<file path="src/rtl/modcnt_pkg.sv">
package modcnt_pkg;

   typedef enum logic [1:0] {
      CS_STOP     = 2'b00,
      CS_EVT_FALL = 2'b01,
      CS_EVT_RISE = 2'b10,
      CS_PRESC    = 2'b11
   } clk_sel_e;

   localparam logic [1:0] ADDR_LATCH = 2'd0;
   localparam logic [1:0] ADDR_CTRL  = 2'd1;
   localparam logic [1:0] ADDR_COUNT = 2'd2;

   localparam int CTRL_LD_RISE_BIT = 2;
   localparam int CTRL_LD_FALL_BIT = 3;
   localparam int CTRL_FLAG_BIT    = 4;
   localparam int CTRL_RELOAD_LSB  = 8;

endpackage

</file>
<file path="src/rtl/modcnt_sync.sv">
module modcnt_sync #(
   parameter int STAGES = 2
) (
   input  logic clk,
   input  logic rst_n,
   input  logic din_i,
   output logic rise_o,
   output logic fall_o
);
   generate
      if (STAGES < 2) begin : g_bad_stages
         $error("modcnt_sync: STAGES must be at least 2");
      end
   endgenerate

   logic [STAGES-1:0] shift_q;
   logic              prev_q;

   always_ff @(posedge clk) begin
      if (!rst_n) begin
         shift_q <= '0;
         prev_q  <= 1'b0;
      end else begin
         shift_q <= {shift_q[STAGES-2:0], din_i};
         prev_q  <= shift_q[STAGES-1];
      end
   end

   assign rise_o = shift_q[STAGES-1] & ~prev_q;
   assign fall_o = ~shift_q[STAGES-1] & prev_q;

endmodule

</file>
<file path="src/rtl/modcnt_presc.sv">
module modcnt_presc #(
   parameter int PS_W = 8
) (
   input  logic            clk,
   input  logic            rst_n,
   input  logic            tick_i,
   input  logic            sel_i,
   input  logic [PS_W-1:0] reload_i,
   output logic            en_o
);
   localparam logic [PS_W-1:0] PS_MAX = {PS_W{1'b1}};

   logic [PS_W-1:0] cnt_q;
   logic            sel_q;
   logic            fresh_sel;

   assign fresh_sel = sel_i & ~sel_q;

   always_ff @(posedge clk) begin
      if (!rst_n) begin
         cnt_q <= '0;
         sel_q <= 1'b0;
      end else begin
         sel_q <= sel_i;
         if (fresh_sel) begin
            cnt_q <= reload_i;
         end else if (sel_i && tick_i) begin
            cnt_q <= (cnt_q == PS_MAX) ? reload_i : cnt_q + 1'b1;
         end
      end
   end

   assign en_o = sel_i & sel_q & tick_i & (cnt_q == PS_MAX);

   assert_reload_on_select_R3: assert property (@(posedge clk) disable iff (!rst_n)
      (sel_i && !sel_q) |=> (cnt_q == $past(reload_i)));

   assert_enable_needs_tick_R3: assert property (@(posedge clk) disable iff (!rst_n)
      en_o |-> (tick_i && sel_i));

endmodule

</file>
<file path="src/rtl/modcnt_core.sv">
module modcnt_core #(
   parameter int CNT_W = 16
) (
   input  logic             clk,
   input  logic             rst_n,
   input  logic             sw_wr_i,
   input  logic [CNT_W-1:0] sw_data_i,
   input  logic             ld_i,
   input  logic             cnt_en_i,
   input  logic [CNT_W-1:0] latch_i,
   input  logic             clr_i,
   output logic [CNT_W-1:0] cnt_o,
   output logic             flag_o
);
   localparam logic [CNT_W-1:0] CNT_MAX = {CNT_W{1'b1}};

   logic [CNT_W-1:0] cnt_q;
   logic             flag_q;
   logic             step;
   logic             ovf;

   assign step = cnt_en_i & ~ld_i & ~sw_wr_i;
   assign ovf  = step & (cnt_q == CNT_MAX);

   always_ff @(posedge clk) begin
      if (!rst_n) begin
         cnt_q  <= '0;
         flag_q <= 1'b0;
      end else begin
         if (sw_wr_i)      cnt_q <= sw_data_i;
         else if (ld_i)    cnt_q <= latch_i;
         else if (ovf)     cnt_q <= latch_i;
         else if (step)    cnt_q <= cnt_q + 1'b1;

         if (ovf)          flag_q <= 1'b1;
         else if (clr_i)   flag_q <= 1'b0;
      end
   end

   assign cnt_o  = cnt_q;
   assign flag_o = flag_q;

   assert_increment_R1: assert property (@(posedge clk) disable iff (!rst_n)
      (cnt_en_i && !ld_i && !sw_wr_i && cnt_q != CNT_MAX) |=> (cnt_q == $past(cnt_q) + 1'b1));

   assert_hold_when_idle_R2: assert property (@(posedge clk) disable iff (!rst_n)
      (!cnt_en_i && !ld_i && !sw_wr_i) |=> $stable(cnt_q));

   assert_wrap_to_latch_R4: assert property (@(posedge clk) disable iff (!rst_n)
      (cnt_en_i && !ld_i && !sw_wr_i && cnt_q == CNT_MAX) |=> (cnt_q == $past(latch_i) && flag_q));

   assert_flag_sticky_R5: assert property (@(posedge clk) disable iff (!rst_n)
      (flag_q && !clr_i) |=> flag_q);

   assert_load_beats_count_R7: assert property (@(posedge clk) disable iff (!rst_n)
      (ld_i && !sw_wr_i) |=> (cnt_q == $past(latch_i)));

   assert_sw_write_first_R8: assert property (@(posedge clk) disable iff (!rst_n)
      sw_wr_i |=> (cnt_q == $past(sw_data_i)));

endmodule

</file>
<file path="src/rtl/modcnt_top.sv">
module modcnt_top
   import modcnt_pkg::*;
#(
   parameter int CNT_W       = 16,
   parameter int PS_W        = 8,
   parameter int SYNC_STAGES = 2
) (
   input  logic             clk,
   input  logic             rst_n,
   input  logic             bus_wr_i,
   input  logic [1:0]       bus_addr_i,
   input  logic [CNT_W-1:0] bus_wdata_i,
   output logic [CNT_W-1:0] bus_rdata_o,
   input  logic             presc_tick_i,
   input  logic             ext_load_i,
   input  logic             ext_evt_i,
   output logic [CNT_W-1:0] cnt_bus_o,
   output logic             irq_o
);
   localparam int N_EXT      = 2;
   localparam int RELOAD_MSB = CTRL_RELOAD_LSB + PS_W - 1;

   generate
      if (CNT_W < CTRL_RELOAD_LSB + PS_W) begin : g_bad_width
         $error("modcnt_top: CNT_W too small for the prescaler reload field");
      end
   endgenerate

   clk_sel_e         csel_q;
   logic             ld_rise_en_q, ld_fall_en_q;
   logic [PS_W-1:0]  reload_q;
   logic [CNT_W-1:0] latch_q;
   logic [CNT_W-1:0] cnt_val;
   logic             flag;

   logic [N_EXT-1:0] ext_in, ext_rise, ext_fall;
   assign ext_in = {ext_load_i, ext_evt_i};

   for (genvar g = 0; g < N_EXT; g++) begin : g_sync
      modcnt_sync #(.STAGES(SYNC_STAGES)) i_sync (
         .clk    (clk),
         .rst_n  (rst_n),
         .din_i  (ext_in[g]),
         .rise_o (ext_rise[g]),
         .fall_o (ext_fall[g])
      );
   end

   logic wr_latch, wr_ctrl, wr_count;
   assign wr_latch = bus_wr_i && (bus_addr_i == ADDR_LATCH);
   assign wr_ctrl  = bus_wr_i && (bus_addr_i == ADDR_CTRL);
   assign wr_count = bus_wr_i && (bus_addr_i == ADDR_COUNT);

   always_ff @(posedge clk) begin
      if (!rst_n) begin
         csel_q       <= CS_STOP;
         ld_rise_en_q <= 1'b0;
         ld_fall_en_q <= 1'b0;
         reload_q     <= '0;
         latch_q      <= '0;
      end else begin
         if (wr_latch) latch_q <= bus_wdata_i;
         if (wr_ctrl) begin
            csel_q       <= clk_sel_e'(bus_wdata_i[1:0]);
            ld_rise_en_q <= bus_wdata_i[CTRL_LD_RISE_BIT];
            ld_fall_en_q <= bus_wdata_i[CTRL_LD_FALL_BIT];
            reload_q     <= bus_wdata_i[RELOAD_MSB:CTRL_RELOAD_LSB];
         end
      end
   end

   logic presc_en;
   modcnt_presc #(.PS_W(PS_W)) i_presc (
      .clk      (clk),
      .rst_n    (rst_n),
      .tick_i   (presc_tick_i),
      .sel_i    (csel_q == CS_PRESC),
      .reload_i (reload_q),
      .en_o     (presc_en)
   );

   logic cnt_en, ext_ld;
   always_comb begin
      unique case (csel_q)
         CS_EVT_FALL: cnt_en = ext_fall[0];
         CS_EVT_RISE: cnt_en = ext_rise[0];
         CS_PRESC:    cnt_en = presc_en;
         default:     cnt_en = 1'b0;
      endcase
   end
   assign ext_ld = (ld_rise_en_q & ext_rise[1]) | (ld_fall_en_q & ext_fall[1]);

   modcnt_core #(.CNT_W(CNT_W)) i_core (
      .clk       (clk),
      .rst_n     (rst_n),
      .sw_wr_i   (wr_count),
      .sw_data_i (bus_wdata_i),
      .ld_i      (ext_ld),
      .cnt_en_i  (cnt_en),
      .latch_i   (latch_q),
      .clr_i     (wr_ctrl && bus_wdata_i[CTRL_FLAG_BIT]),
      .cnt_o     (cnt_val),
      .flag_o    (flag)
   );

   always_comb begin
      bus_rdata_o = '0;
      unique case (bus_addr_i)
         ADDR_LATCH: bus_rdata_o = latch_q;
         ADDR_CTRL: begin
            bus_rdata_o[1:0]                        = csel_q;
            bus_rdata_o[CTRL_LD_RISE_BIT]           = ld_rise_en_q;
            bus_rdata_o[CTRL_LD_FALL_BIT]           = ld_fall_en_q;
            bus_rdata_o[CTRL_FLAG_BIT]              = flag;
            bus_rdata_o[RELOAD_MSB:CTRL_RELOAD_LSB] = reload_q;
         end
         ADDR_COUNT: bus_rdata_o = cnt_val;
         default:    bus_rdata_o = '0;
      endcase
   end

   assign cnt_bus_o = cnt_val;
   assign irq_o     = flag;

   assert_stopped_no_count_R2: assert property (@(posedge clk) disable iff (!rst_n)
      (csel_q == CS_STOP && !ext_ld && !wr_count) |=> $stable(cnt_bus_o));

endmodule

</file>
<file path="config.mk">
export PLATFORM = sky130hd
export DESIGN_NAME = modcnt_top
export DESIGN_NICKNAME = d
export VERILOG_FILES = /design/src/rtl/modcnt_pkg.sv /design/src/rtl/modcnt_sync.sv /design/src/rtl/modcnt_presc.sv /design/src/rtl/modcnt_core.sv /design/src/rtl/modcnt_top.sv
export SDC_FILE = /design/constraint.sdc
export NUM_CORES = 1
export LEC_CHECK = 0
export BUFFER_PORTS_ARGS = -buffer_cell sky130_fd_sc_hd__buf_4
export CAP_MARGIN = 10
export CORE_ASPECT_RATIO = 1.1
export CORE_MARGIN = 4
export CORE_UTILIZATION = 56
export DETAILED_ROUTE_END_ITERATION = 12
export HOLD_SLACK_MARGIN = 0.12
export PLACE_DENSITY = 0.83
export SLEW_MARGIN = 15
export SYNTH_ARGS = -nofsm -noshare
export SYNTH_HDL_FRONTEND = slang
export SYNTH_SLANG_ARGS = --single-unit
</file>
<file path="constraint.sdc">
create_clock -name clk -period 2.3 [get_ports clk]
set_clock_uncertainty 0.2 [all_clocks]
set_input_delay 0 -clock clk [delete_from_list [all_inputs] [get_ports clk]]
set_output_delay 0 -clock clk [all_outputs]
set_load 0.02 [all_outputs]
</file>
==> results of run 1 <==
-- through the flow --
step | power, mW | instances
after floorplan | 1.27 | 434
after global placement | 1.39 | 564
after detailed placement | 1.39 | 564
after CTS | 2.38 | 609
after global routing | 2.47 | 610
final | 2.39 | 610
-- layout by cell type, fill, tap and decap left out, types with 2 or more instances in the layout --
cell,count
a21oi_1,13
o31ai_1,3
nor3_1,3
mux2i_1,18
inv_1,4
nand3_2,2
nor2_1,17
dfxtp_1,60
nand2_1,87
buf_4,79
clkinv_2,2
o311ai_1,4
clkbuf_8,11
and3_1,12
nor4_1,3
o21ai_0,39
nor2b_1,2
o211ai_1,2
xnor2_1,6
a21boi_0,27
and3b_1,2
o31a_1,2
nand3_1,26
nor2_2,2
a32oi_1,2
nand3b_1,3
nand4_1,7
ha_1,2
or4bb_1,2
and2_1,19
xor2_1,4
dlygate4sd3_1,28
a31oi_1,6
o2bb2ai_1,2
o22ai_1,5
-- power by group through the flow --
stage	Clock, mW	Combinational [mW]	Sequential, mW
6_report	0.973	0.314	1.10
5_1_grt	1.03	0.337	1.11
4_1_cts	0.978	0.304	1.10
3_5_place_dp	0	0.268	1.12
3_3_place_gp	0	0.266	1.12
2_1_floorplan	0	0.131	1.13
-- synthesized netlist by cell type, drive strengths merged (2+ instances only) --
master	instances	share of area
a21boi	28	0.062
a21oi	14	0.022
a31oi	6	0.011
a32oi	2	0.0052
and2	19	0.035
and3	12	0.022
and3b	2	0.0052
buf	8	0.015
clkbuf	17	0.019
dfxtp	60	0.36
ha	2	0.0074
inv	4	0.0044
mux2i	18	0.053
nand2	88	0.098
nand3	29	0.050
nand3b	3	0.0067
nand4	7	0.013
nor2	19	0.022
nor2b	2	0.0037
nor3	5	0.010
nor3b	2	0.0044
nor4	3	0.0056
o211ai	2	0.0044
o21ai	41	0.064
o22ai	5	0.0093
o2bb2ai	2	0.0052
o311ai	5	0.013
o31a	2	0.0052
o31ai	3	0.0067
or2	2	0.0037
or4bb	2	0.0067
xnor2	6	0.016
xor2	4	0.010
-- state kept, by name (all words and copies together) (netlist names) --
signal	count
csel_q	2
ld_rise_en_q	1
reload_q	8
latch_q	16
g_sync.i_sync.prev_q	2
g_sync.i_sync.shift_q	4
i_core.cnt_o	16
ld_fall_en_q	1
i_presc.sel_q	1
i_presc.cnt_q	8
i_core.flag_o	1
-- worst max path at each step --
stage / start / end / depth (start not counted)
6_report: bus_wr_i / latch_q[2] / 7
5_1_grt: bus_wr_i / latch_q[2] / 7
4_1_cts: bus_wr_i / latch_q[4] / 7
3_5_place_dp: i_presc.cnt_q[0] / i_core.cnt_o[14] / 7
3_3_place_gp: csel_q[0] / i_core.cnt_o[3] / 6
2_1_floorplan: i_core.cnt_o[0] / i_core.cnt_o[11] / 8
-- tightest hold or removal path, stage by stage --
cell,delay [ps]
buf_4,240
nor3b_4,110
buf_4,180
nand2_1,70
a21boi_0,60
-- cells by family (layout without fill, tap and decap cells) --
family | Yosys count | after routing | synth area share
compound gates | 117 | 117 | 0.226
xor+xnor | 10 | 10 | 0.0259
fa+ha+maj | 2 | 2 | 0.00740
buf+inv | 29 | 128 | 0.0385
flops | 60 | 60 | 0.355
mux | 18 | 18 | 0.0533
simple gates | 198 | 198 | 0.293
-- cell type report --
| type | count | area [um^2] | area share |
|---|---|---|---|
| Tap cell | 77 | 96.3 | 0.0216 |
| Sequential cell | 60 | 1200 | 0.269 |
| Clock buffer | 12 | 155 | 0.0347 |
| Timing Repair Buffer | 108 | 886 | 0.198 |
| Clock inverter | 4 | 47.5 | 0.0106 |
| Multi-Input combinational cell | 345 | 2070 | 0.463 |
| Inverter | 4 | 15.0 | 0.00336 |
-- routing by layer --
layer,part of all wire,global-route usage
met1,0.40,0.360
met5,0,0
met2,0.50,0.529
met4,0.022,0.136
met3,0.079,0.0645
-- timing repair --
action,in CTS,in global routing
hold buffers,29,0
buffers inserted,0,1
setup endpoints to repair,0,4
endpoints found under the hold margin,55,0
gates resized for setup,0,5
==> impl_metrics.csv, run 1 <==
group,metric,value,unit
run_status,status,"finished clean",
drt,drt-initial-drc-count,360,
layout,utilization,0.770,
power_and_ir_drop,power_frac_seq,0.462,
setup_path,timing.rr.end,"i_core.cnt_o[9]",
run,maxCapViolations,0,
global_route,grt_use_total,0.305,
setup_path,critPathSlowestCell,"dlygate4sd3_1",
setup_path,r2r_slack,120,ps
yosys,yosysWarnings,0,
placed_design,globalplace.congestion,0.971,
global_route,grt-ovfl-total,0,
hold_path,min-delay-start,"bus_addr_i[1]",
clocking,cts_buffers,9,
sta,worst_pin_slew,627,ps
global_route,grt_start_max_net_pins,40,
power_and_ir_drop,p_int,1.77,mW
yosys,syn_area,3380,um^2
setup_path,cp_max_fo,6,
hold_path,hold_class,"in2reg",
die,fp.dieW,82.1,um
sta,slew_headroom,0.581,
yosys,synth_seq_area_share,0.355,
sta,period_minus_slack,2230,ps
power_and_ir_drop,p_per_area,534,nW/um^2
hold_path,whs_path_depth,5,
clocking,cts_sinks,60,
setup_path,worst-path-buf-inv,4,
global_route,grt_pass1_vias,3456,
drt,route.detailed.wl_per_inst,17.5,um
setup_path,reg2regPathDepth,7,
yosys,synth_edf_count,0,
setup_path,cp.arrival,2310,ps
power_and_ir_drop,power_frac_comb,0.131,
yosys,ys_ff_latch,60,
yosys,avgSynthCellArea,7.79,um^2
setup_path,path_class,"in2reg",
setup_path,crit_family,"buffers and inverters",
layout,area_growth,32.2,%
placed_design,port_buffers,56,
clocking,clock_path_buffers,2,
clocking,clkTransAtPathRegs,70,ps
sta,fin_tns_setup,0,ps
sta,finalMaxSlewViolations,0,
layout,final_nets,554,
global_route,antenna_found_initial,0,
drt,remaining_drc_errors,0,
power_and_ir_drop,switchingPower,0.615,mW
die,die_h,89.5,um
clocking,cts_tree,"done",
clocking,clk-insertion-delay-late,340,ps
setup_path,required,2380,ps
hold_path,whs_endpoint,"latch_q[13]",
setup_path,endpoint_kind,"flop",
clocking,cts-root-buf,"clkbuf_8",
drt,vias,3622,
placed_design,hpwlAfterDp,7160,um
clocking,htreeDepth,3,
layout,antenna_cells,0,
sta,fin_ws,69.7,ps
drt,drt-vias-per-instance,5.94,
setup_path,crit-reg2reg-launch,"i_core.cnt_o[2]",
yosys,synth_ff_type,"dfxtp_1",
drt,routed_wl,10600,um
layout,n_fill_cell,433,
setup_path,cp_slowest_stage_delay,560,ps
sta,finalCritPeriodShare,0.970,
placed_design,pre_cts_slack,204,ps
sta,setup_viol,0,
placed_design,placed_area,3950,um^2
global_route,grt_pass1_wl,16800,um
die,row_count,29,
setup_path,crit_path_frequent_cell,"dlygate4sd3_1",
yosys,async_flop_share,0,
sta,max_freq,448,MHz
yosys,syn_inst,434,
power_and_ir_drop,peakVddDrop,0.000553,V
layout,stdcell_area,4470,um^2
power_and_ir_drop,swShare,0.257,
drt,first_pass_iters,6,
power_and_ir_drop,power.share.clock,0.407,
die,initial_core_util,0.582,
setup_path,cp-start-kind,"input port",
power_and_ir_drop,p_leak,1.79,nW
yosys,syn_nets,460,
die,fp.coreArea,5810,um^2
setup_path,crit_chain,"dlygate4sd3_1, buf_4, nor3b_4, nand2_1, dlygate4sd3_1, a21boi_0, dlygate4sd3_1",
die,ioPinCount,57,
drt,ant_nets,0,
sta,timing.hold.ws,171,ps
die,dieArea,7350,um^2
layout,final_layout_size_suffix_gt1_frac,0.203,
yosys,yosysUniqueCellTypes,55,
sta,hold_violations,0,
(Power assumes the default switching activity.)
==> run 2, diff against run 1 <==
--- a/config.mk
+++ b/config.mk
@@ -7,12 +7,14 @@
 export LEC_CHECK = 0
 export BUFFER_PORTS_ARGS = -buffer_cell sky130_fd_sc_hd__buf_4
 export CAP_MARGIN = 10
+export CELL_PAD_IN_SITES_DETAIL_PLACEMENT = 0
+export CELL_PAD_IN_SITES_GLOBAL_PLACEMENT = 2
 export CORE_ASPECT_RATIO = 1.1
 export CORE_MARGIN = 4
-export CORE_UTILIZATION = 56
+export CORE_UTILIZATION = 32
 export DETAILED_ROUTE_END_ITERATION = 12
 export HOLD_SLACK_MARGIN = 0.12
-export PLACE_DENSITY = 0.83
+export PLACE_DENSITY = 0.82
 export SLEW_MARGIN = 15
 export SYNTH_ARGS = -nofsm -noshare
 export SYNTH_HDL_FRONTEND = slang
==> run 2 against run 1 <==
Non-clock buffer count decreased by 4. Total power increased by 17%. Final cell count increased by 10%. Routed wire length increased by 9.0%. Clock power increased by 42%. Global-route usage decreased by 11 points. Maximum frequency decreased by 0.93%. Critical path depth decreased by 1. Worst setup slack got worse by 21 ps.
==> impl_metrics.csv, run 2 (synthesis results as in run 1) <==
group,metric,value,unit
run_status,status,"finished clean",
setup_path,required,2350,ps
drt,routed_wl,11600,um
drt,drt-initial-drc-count,164,
sta,period_minus_slack,2250,ps
layout,final_cell_mix,"nand2_1 (86), buf_4 (80), dfxtp_1 (59)",
sta,finalCritPeriodShare,0.979,
setup_path,path_class,"reg2reg",
clocking,clk-insertion-delay-late,330,ps
layout,final_nets,550,
clocking,clkTransAtPathRegs,50,ps
hold_path,whs_path_depth,5,
clocking,post_cts_buffers,0,
sta,setup_viol,0,
sta,rsz0062_at_grt,"yes",
clocking,cts_sinks,60,
drt,first_pass_iters,4,
global_route,grt_pass1_vias,3444,
global_route,antenna_found_initial,0,
die,dieArea,12300,um^2
layout,final_layout_size_suffix_gt1_frac,0.214,
sta,finalMaxSlewViolations,0,
power_and_ir_drop,power_frac_comb,0.112,
placed_design,place_inst,632,
layout,antenna_cells,0,
clocking,clock_path_buffers,2,
global_route,grt_use_total,0.193,
setup_path,crit_family,"simple AND/OR/NAND/NOR gates",
layout,utilization,0.447,
sta,worst_pin_slew,645,ps
setup_path,cp_slowest_stage_delay,530,ps
drt,drt-vias-per-instance,5.13,
hold_path,min-delay-start,"bus_addr_i[0]",
sta,hold_violations,0,
layout,n_fill_cell,1084,
clocking,htreeDepth,3,
setup_path,cp.arrival,2300,ps
drt,vias,3448,
power_and_ir_drop,switchingPower,0.685,mW
die,die_h,116,um
die,ioPinCount,57,
sta,max_freq,444,MHz
power_and_ir_drop,power.share.clock,0.493,
power_and_ir_drop,p_per_area,604,nW/um^2
clocking,cts_buffers,9,
power_and_ir_drop,power_frac_seq,0.395,
setup_path,cp_max_fo,7,
clocking,cts_tree,"done",
setup_path,reg2regPathDepth,6,
global_route,grt-ovfl-total,0,
setup_path,worstSetupStartpoint,"csel_q[0]",
layout,layout_commonest_cell,"nand2_1",
global_route,grt_start_max_net_pins,33,
hold_path,hold_class,"in2reg",
layout,stdcell_area,4630,um^2
global_route,grt_pass1_wl,18600,um
setup_path,critical_path_depth,6,
power_and_ir_drop,swShare,0.245,
die,row_count,39,
placed_design,port_buffers,56,
run,maxCapViolations,0,
drt,route.detailed.wl_per_inst,17.3,um
layout,final_cells,672,
setup_path,worst-path-buf-inv,0,
placed_design,placed_area,4050,um^2
die,fp.coreArea,10300,um^2
die,initial_core_util,0.327,
setup_path,endpoint_kind,"flop",
clocking,cts-root-buf,"clkbuf_16",
setup_path,cp-start-kind,"flop",
die,fp.dieW,106,um
drt,remaining_drc_errors,0,
drt,ant_nets,0,
power_and_ir_drop,p_leak,1.82,nW
placed_design,hpwlAfterDp,8100,um
sta,slew_headroom,0.568,
setup_path,critPathSlowestCell,"or4bb_1",
placed_design,globalplace.congestion,0.845,
power_and_ir_drop,peakVddDrop,0.000319,V
setup_path,crit_chain,"or4bb_1, nand2_2, or2_1, nand3_4, o31a_1, a31oi_1",
sta,fin_tns_setup,0,ps
layout,area_growth,36.9,%
power_and_ir_drop,p_int,2.11,mW
setup_path,crit-reg2reg-launch,"csel_q[0]",
## run 2: metal layers
layer  vias to the layer above  track usage  routed length (um)
met5                         -            0                   0
li1                       1734            -                   -
met2                        85        0.311                5320
met4                         0       0.0743                 260
met1                      1614        0.266                5520
met3                        15       0.0234                 502
## run 2: path summary, 6_finish.rpt
kind | to | slack (ps)
max reg2reg | i_core.cnt_o[3] | 50
min | i_core.cnt_o[10] | 160
min reg2reg | g_sync[0].i_sync.shift_q[1] | 230
max | i_core.cnt_o[3] | 50
## run 2: worst reg2reg max path, delay by kind of cell, from the launching register on
kind / cells / cell delay (ps)
flip-flops: 1 / 370
AO/OA/AOI/OAI: 2 / 470
AND/OR/NAND/NOR: 4 / 1160
## run 2: per-stage QoR
stage	power [mW]	worst slack [ps]	hold WS, ps
CTS	2.83	39.6	158
global placement	1.41	-120	8.51
finish	2.80	48.8	156
floorplan	1.27	145	-72.7
global route	2.91	-54.8	231
detailed placement	1.41	-175	10.4
## run 2: power by group through the flow
stage,logic [mW],registers (mW),clock network (mW)
2_1_floorplan,0.131,1.13,0
3_3_place_gp,0.282,1.13,0
3_5_place_dp,0.284,1.13,0
4_1_cts,0.316,1.10,1.41
5_1_grt,0.340,1.11,1.46
6_report,0.314,1.10,1.38
## run 2: final cells by class
class / instances / area, um^2 / area share
inverters: 4 / 15.0 / 0.00324
repair buffers: 104 / 841 / 0.182
flip-flops and latches: 60 / 1200 / 0.260
well taps: 143 / 179 / 0.0387
clock buffers: 12 / 256 / 0.0554
clock inverters: 4 / 47.5 / 0.0103
multi-input cells: 345 / 2090 / 0.451
## run 2: repair_timing
action	4_1_cts	5_1_grt
gates resized for setup	2	6
hold buffers	24	0
hold endpoints to repair	58	0
pin swaps	0	1
endpoints found under the setup margin	7	12
